`config.mk`:
```
export PLATFORM = sky130hd
export DESIGN_NAME = zz_quant
export DESIGN_NICKNAME = d
export VERILOG_FILES = /design/src/rtl/zz_quant.sv
export SDC_FILE = /design/constraint.sdc
export NUM_CORES = 2
export LEC_CHECK = 0
export ABC_CLOCK_PERIOD_IN_PS = 10000
export BUFFER_PORTS_ARGS = -buffer_cell sky130_fd_sc_hd__buf_2
export CAP_MARGIN = 40
export CORE_MARGIN = 4
export CORE_UTILIZATION = 56
export CTS_CLUSTER_SIZE = 30
export DETAILED_ROUTE_END_ITERATION = 10
export GPL_ROUTABILITY_DRIVEN = 1
export PLACE_DENSITY_LB_ADDON = 0.25
export SLEW_MARGIN = 20
export SYNTH_ARGS = -nofsm -noshare
export SYNTH_HDL_FRONTEND = slang
export SYNTH_SLANG_ARGS = --single-unit
```
`constraint.sdc`:
```
create_clock -name clk -period 10 [get_ports clk]
set_input_delay 2 -clock clk [delete_from_list [all_inputs] [get_ports clk]]
set_output_delay 2 -clock clk [all_outputs]
set_load 0.01 [all_outputs]
```
`src/rtl/zz_quant.sv`:
```
module zz_quant #(
  parameter int IN_W  = 32,
  parameter int OUT_W = 24,
  parameter int Q_W   = 8,
  parameter int DIM   = 8
) (
  input  logic             clk,
  input  logic             rst,
  input  logic [IN_W-1:0]  in_data,
  input  logic             in_valid,
  output logic             in_ready,
  output logic [OUT_W-1:0] out_data,
  output logic             out_valid,
  input  logic             out_ready,
  output logic             out_last
);
  localparam int NCOEF  = DIM * DIM;
  localparam int IW     = $clog2(NCOEF);
  localparam int MW     = IN_W + 1;
  localparam int SW     = $clog2(MW + 1);
  localparam int NTYPES = 6;

  typedef enum logic [1:0] {S_LOAD, S_INIT, S_DIV, S_OUT} state_t;

  function automatic int zz_pos(input int i);
    int base, len, k, r, c;
    base = 0; r = 0; c = 0;
    for (int d = 0; d <= 2*DIM-2; d++) begin
      len = (d < DIM) ? d + 1 : 2*DIM - 1 - d;
      if (i >= base && i < base + len) begin
        k = i - base;
        if (d % 2 == 0) begin
          r = ((d < DIM) ? d : DIM - 1) - k;
          c = d - r;
        end else begin
          c = ((d < DIM) ? d : DIM - 1) - k;
          r = d - c;
        end
      end
      base += len;
    end
    return r * DIM + c;
  endfunction

  function automatic logic [Q_W-1:0] qval(input logic chroma, input logic [IW-1:0] i);
    return chroma ? Q_W'(2 * int'(i) + 3) : Q_W'(int'(i) + 1);
  endfunction

  state_t            state;
  logic [IW-1:0]     idx;
  logic [SW-1:0]     step;
  logic [2:0]        btype;
  logic [Q_W:0]      rem;
  logic [MW-1:0]     quo;
  logic              neg;
  logic [IN_W-1:0]   coef_mem [NCOEF];
  logic [IW-1:0]     zz_map [NCOEF];

  for (genvar gi = 0; gi < NCOEF; gi++) begin : g_zz
    assign zz_map[gi] = IW'(zz_pos(gi));
  end

  logic [IN_W-1:0] cur;
  logic [MW-1:0]   cur_x, mag, mag_r;
  logic [Q_W-1:0]  qcur;
  logic [Q_W:0]    r2;
  logic            ge;

  assign cur   = coef_mem[zz_map[idx]];
  assign cur_x = {cur[IN_W-1], cur};
  assign qcur  = qval(btype[2], idx);
  assign mag   = cur_x[MW-1] ? (~cur_x + MW'(1)) : cur_x;
  assign mag_r = mag + MW'(qcur >> 1);
  assign r2    = {rem[Q_W-1:0], quo[MW-1]};
  assign ge    = r2 >= {1'b0, qcur};

  assign in_ready  = (state == S_LOAD);
  assign out_valid = (state == S_OUT);
  assign out_last  = out_valid && (idx == IW'(NCOEF - 1));
  assign out_data  = neg ? (~quo[OUT_W-1:0] + OUT_W'(1)) : quo[OUT_W-1:0];

  always_ff @(posedge clk)
    if (state == S_LOAD && in_valid) coef_mem[idx] <= in_data;

  always_ff @(posedge clk) begin
    if (rst) begin
      state <= S_LOAD;
      idx   <= '0;
      step  <= '0;
      btype <= '0;
      rem   <= '0;
      quo   <= '0;
      neg   <= 1'b0;
    end else begin
      case (state)
        S_LOAD: if (in_valid) begin
          idx <= idx + IW'(1);
          if (idx == IW'(NCOEF - 1)) state <= S_INIT;
        end
        S_INIT: begin
          quo   <= mag_r;
          rem   <= '0;
          neg   <= cur_x[MW-1];
          step  <= '0;
          state <= S_DIV;
        end
        S_DIV: begin
          rem  <= ge ? (r2 - {1'b0, qcur}) : r2;
          quo  <= {quo[MW-2:0], ge};
          step <= step + SW'(1);
          if (step == SW'(MW - 1)) state <= S_OUT;
        end
        S_OUT: if (out_ready) begin
          idx <= idx + IW'(1);
          if (idx == IW'(NCOEF - 1)) begin
            btype <= (btype == 3'(NTYPES - 1)) ? 3'd0 : btype + 3'd1;
            state <= S_LOAD;
          end else begin
            state <= S_INIT;
          end
        end
        default: state <= S_LOAD;
      endcase
    end
  end

  a_r2_quiet_during_load: assert property (@(posedge clk) disable iff (rst)
    (in_valid && in_ready && idx != IW'(NCOEF - 1)) |=> !out_valid);

  a_r9_hold_on_stall: assert property (@(posedge clk) disable iff (rst)
    (out_valid && !out_ready) |=> (out_valid && $stable(out_data) && $stable(out_last)));

  a_r8_last_ends_block: assert property (@(posedge clk) disable iff (rst)
    (out_valid && out_ready && out_last) |=> (in_ready && !out_valid));

  a_r6_type_sequence: assert property (@(posedge clk) disable iff (rst)
    !$stable(btype) |-> (btype == (($past(btype) == 3'(NTYPES - 1)) ? 3'd0 : $past(btype) + 3'd1)));

  a_r6_type_range: assert property (@(posedge clk) disable iff (rst)
    btype < 3'(NTYPES));

  a_r1_reset_state: assert property (@(posedge clk)
    $past(rst) |-> (in_ready && !out_valid && btype == 3'd0));
endmodule

```
# Word level (Yosys, flattened, before mapping)
# Memories as Yosys holds them, arrays and structs flattened.
# Index checks and enable logic that the tools add are counted.
# Widths: inputs -> output; s select.
# op_classes
order_cmp	2
n_bitwise	3
addsub	9
muxes	21
reduce_logical	8
n_eq_ne	10
# op_table
operator	count
$pmux 33 s2	1
$add 33x1->33 const B	1
$add 33x7->33	1
$mux 33	1
$not 33->33	1
$add 24x1->24 const B	1
$mux 24	1
$mux 6	4
$not 24->24	1
$pmux 6 s2	2
$mux 8	2
$pmux 8 s2	1
$add 6x1->6 const B	2
$eq 6x6->1 const B	2
$ge 9x8->1	1
$add 7x2->8 const B	1
$mux 2	4
$pmux 2 s4	1
$sub 8x8->8	1
$add 6x1->7 const B	1
$ge 7x7->1 const B	1
$not 6->7	1
$reduce_and 3->1	2
$eq 2x2->1 const B	2
other kinds (11)	17
# totals
elab_cells	62
output_inout_bits	27
ramBits	2048
ff_bits	59
mem_count	2
romBits	384
in_bits	36
# memory_table
memory	words	word_bits	rd	rd_clocked_by_memory_dff	write_ports	line	rtl
coef_mem	64	32	1	0	1	56	logic [IN_W-1:0] coef_mem [NCOEF];
(no name shown)	64	6	1	0	0	69	assign cur = coef_mem[zz_map[idx]];

# Logic depth before layout (Yosys ltp)
# An unclocked memory read counts as a cell.
# logic_depth
word_depth	10
mapped_depth	36
mapped_depth_nobuf	27

# Worst setup path before layout
# No wires, ideal clock.
# synth_timing
path_kind	reg2reg
start	register idx[0]
end	register quo[13]
t_arrival_ns	7.151
n_path_buf	9
stages_incl_launch_ff	33
required_time_ns	9.909
synth_period_minus_slack_ns	7.242
setup_ns	0.091
slack_ns	2.758
path_cell_list	dfxtp_1 -> buf_2 -> buf_1 -> inv_1 -> ha_1 -> buf_2 -> and2_1 -> o32ai_2 -> or4_1 -> clkbuf_1 -> nor2_2 -> buf_4 -> buf_4 -> buf_2 -> mux2i_1 -> a221oi_1 -> o311ai_0 -> and4_1 -> clkbuf_1 -> buf_1 -> nor2_1 -> a21oi_1 -> ha_1 -> a21o_1 -> a21o_1 -> a21o_1 -> a21oi_1 -> o21bai_1 -> a21oi_1 -> and4b_1 -> and2_1 -> or3_1 -> a311oi_1
# synth_between
elab_chain_len	10
word_cells_on_any_way	13
classes_between	4 x add/sub; 5 x mux; 2 x bitwise; 2 x memory
# synth_rtl
element	line	rtl
start, declared	50	logic [IW-1:0] idx;
start signal, assigned	97	idx <= idx + IW'(1);
start signal, assigned	114	idx <= idx + IW'(1);
$not 6->7 (not written as such)	69	
$mem_v2 64x6	-	
$mux 6 (not written as such) (2 in series)	69	
$mem_v2 64x32	-	
$not 33->33	72	assign mag = cur_x[MW-1] ? (~cur_x + MW'(1)) : cur_x;
$add 33x1->33	72	
$mux 33	72	
$add 33x7->33 (*)	73	assign mag_r = mag + MW'(qcur >> 1);
$pmux 33 s2 (*)	95	case (state)
end signal, assigned	101	quo <= mag_r;
end signal, assigned	109	quo <= {quo[MW-2:0], ge};
end, declared	54	logic [MW-1:0] quo;
# Every way passes the cells marked *; elsewhere a longest branch is shown, timed or not. The select of a mux whose other input is x is not followed.
# A chain may end at the register's enable or synchronous reset.

# Final worst setup path
# Ends and elaborated chain as after synthesis.

==> impl_metrics.tcl <==
set metrics [dict create \
    outcome "complete, no violations" \
    synthToLayoutAreaGrowth_pct 12.62 \
    finish.instance_area_um2 98430 \
    dr_wl_met3_um 40770 \
    setup_slack_ps 1490 \
    synth_compound_area_share_pct 10.93 \
    dpl_cell_area_um2 91660 \
    die_x_um 403.1 \
    hold_viol_final 0 \
    postCtsSetupRepairBufs 0 \
    layout_common_cells "edfxtp_1, nand2_1, and3_1" \
    synth.yosys.seq_area_share_pct 71.72 \
    root_buffer "clkbuf_16" \
    gr-total-overflow 0 \
    max-cap-violations 0 \
    wl_um 280400 \
    synthXorXnorAreaFrac_pct 0.9277 \
    synth-edff-count 2048 \
    hpwlAfterDp_um 158800 \
    drc 0 \
    crit_fanout 82 \
    leakagePower_nw 33.67 \
    met2_length_um 124600 \
    nets 6281 \
    clk_latency_ps 850 \
    path_buf_inv 2 \
    cts_buffer_depth 3 \
    register_area_um2 62680 \
    timing.rr.start "idx[0]" \
    gp_routability_congestion 0.8732 \
    rows 144 \
    drt_iter0_drc 9316 \
    dpl.cell_count 8023 \
    final_util_pct 63.67 \
    worst-endpoint-arrival_ps 9260 \
    syn_inst 6149 \
    end_kind "flop" \
    grt_pass1_vias 54833 \
    multi_input_area_um2 22850 \
    coreArea_um2 154600 \
    clk_pin_slew_worst_paths_ps 70 \
    slowest_delay_ps 860 \
    hp-start "quo[32]" \
    finalCritPeriodShare_pct 85.10 \
    ios 63 \
    drtPass1Iterations 6 \
    antenna_found_initial 10 \
    yosysTopAreaCell "edfxtp_1" \
    ys_types 99 \
    postCtsHoldBufs 0 \
    vias 58638 \
    antenna_left 0 \
    max_slew.worst_pin.slew_ps 986.7 \
    min_period_ps 8510 \
    dieArea_um2 162500 \
    synth_area_leaders "edfxtp_1, a211oi_1, and3_1" \
    ys.flop_type "edfxtp_1" \
    cp_data_required_time_ps 10750 \
    crit_family "compound AO/OA/AOI/OAI gates" \
    synthArstFlopShare_pct 0 \
    finalSetupViolCount 0 \
    synth_top_area_share_pct 70.37 \
    grt_max_degree 150 \
    die_y_um 403.1 \
    hold_path_class "flop to flop" \
    initial_core_util_pct 56.54 \
    ir_worst_vdd_v 0.0001614 \
    relSlewSlack_pct 34.22 \
    track_usage_pct 33.91 \
    synth_fp_nets 6226 \
    rsz0062_at_grt "no" \
    max_freq_mhz 117.5 \
    wl_met1_um 98110 \
    wl_per_cell_um 33.28 \
    pre_cts_ws_ps 1623 \
    synth_area_um2 87400 \
    fin_skew_ps 48.80 \
    final-max-slew-violation-count 0 \
    yosysWarningCount 0 \
    startpoint_type "flop" \
    mostFrequentLayoutCell "edfxtp_1" \
    h-tree-depth 4 \
    grt_pass1_wl_um 396500 \
    cts_resized 0 \
    synth_top_family_by_area "compound AO/OA/AOI/OAI gates" \
    vias_per_cell 6.961 \
    clkSinkCount 2107 \
    synthAdderAreaFrac_pct 0.6041 \
    final_cells 8424 \
    synthMuxAreaShare_pct 2.086 \
    path_cells "inv_1 > ha_1 > mux2_2 > a221oi_1 > o2111ai_4 > buf_12 > a31oi_1 > a22o_1 > o32ai_1 > o311ai_0 > and4_1 > nor2_1 > a21oi_1 > ha_1 > a21o_1 > a21o_1 > a21o_1 > a21oi_1 > o21bai_1 > a21oi_1 > and4b_1 > and2_1 > or3_1 > a311oi_1" \
    cpMaxStageDelayCell "dfxtp_1" \
    worst-setup-path-type "flop to flop" \
    tns_ps 0 \
    top_layer "met5" \
    cts_tree "done" \
    ys_seq_elements 2107 \
    portBuffers 62 \
    cp-startpoint "idx[0]" \
    numCtsBuffers 203 \
    power_density_nw_per_um2 192.0 \
    syn_area_per_cell_um2 14.21 \
    yosys.area_share.simple_pct 10.90 \
    final_layout_size_suffix_gt1_share_pct 11.94 \
    nFillCells 10842 \
]
cell type report:
class,instances,share of cell area [%]
repair buffers,341,3.896
clock inverters,124,1.055
flip-flops and latches,2107,63.68
clock buffers,250,5.405
inverters,34,0.1297
diodes,7,0.01780
multi-input cells,3517,23.22
well taps,2044,2.598
path summary, 6_finish.rpt:
path / end / cells past startpoint / slack, ps
max: quo[13] / 24 / 1490
min reg2reg: quo[32] / 2 / 500
min: quo[32] / 2 / 500
max reg2reg: quo[13] / 24 / 1490
power breakdown:
group	leakage [nW]	switching [mW]	total, mW	internal (mW)
logic	11.7	1.21	1.75	0.535
clock network	3.11	3.30	7.43	4.14
registers	18.9	0.00945	9.71	9.70
per-layer routing:
| metal | track usage [%] | vias up |
|---|---|---|
| met2 | 50.74 | 4399 |
| met1 | 45.25 | 29025 |
| li1 | - | 24344 |
| met5 | 0 | - |
| met4 | 17.72 | 8 |
| met3 | 10.14 | 862 |
kinds of logic (layout without fill, tap and decap cells):
logic type      count (synthesis)  count (layout)
mux                           171             171
flops                        2107            2107
xor+xnor                       90              90
simple gates                 1853            1853
buf+inv                       525             749
other cells                     0               7
fa+ha+maj                      41              41
compound gates               1362            1362
cells in the mapped netlist (52+ instances only):
cell and count:
nand2_1 722, a311oi_1 117, edfxtp_1 2048, mux2i_1 154, buf_2 170, a211oi_1 506, a21oi_1 112, xnor2_1 59
a221oi_1 65, dfxtp_1 59, nand4_1 107, and3_1 551, nor2_1 153, buf_4 52, nand3_1 128, o21ai_0 262
a31oi_1 135, clkbuf_1 232
sequential cells by signal, summed over array words and instances (netlist names):
name and flops:
btype 3, quo 33, coef_mem 2048, state 2
idx 6, neg 1, step 6, rem 8
per-stage QoR:
step                hold slack (ps)  power [mW]
global placement              475.1       11.52
detailed placement            492.6       11.59
floorplan                     445.2       10.98
CTS                           502.0       18.86
global route                  547.1       19.40
finish                        500.0       18.90
worst register-to-register path: cells and delay by family, from the launching register on:
| family | cells | cell delay [ps] |
|---|---|---|
| flip-flops | 1 | 860 |
| adder cells (fa/ha/maj) | 2 | 870 |
| AND/OR/NAND/NOR | 5 | 1460 |
| multiplexers | 1 | 340 |
| buffers and inverters | 2 | 750 |
| AO/OA/AOI/OAI | 14 | 4160 |
No activity file was read; power rests on OpenSTA's default activity.
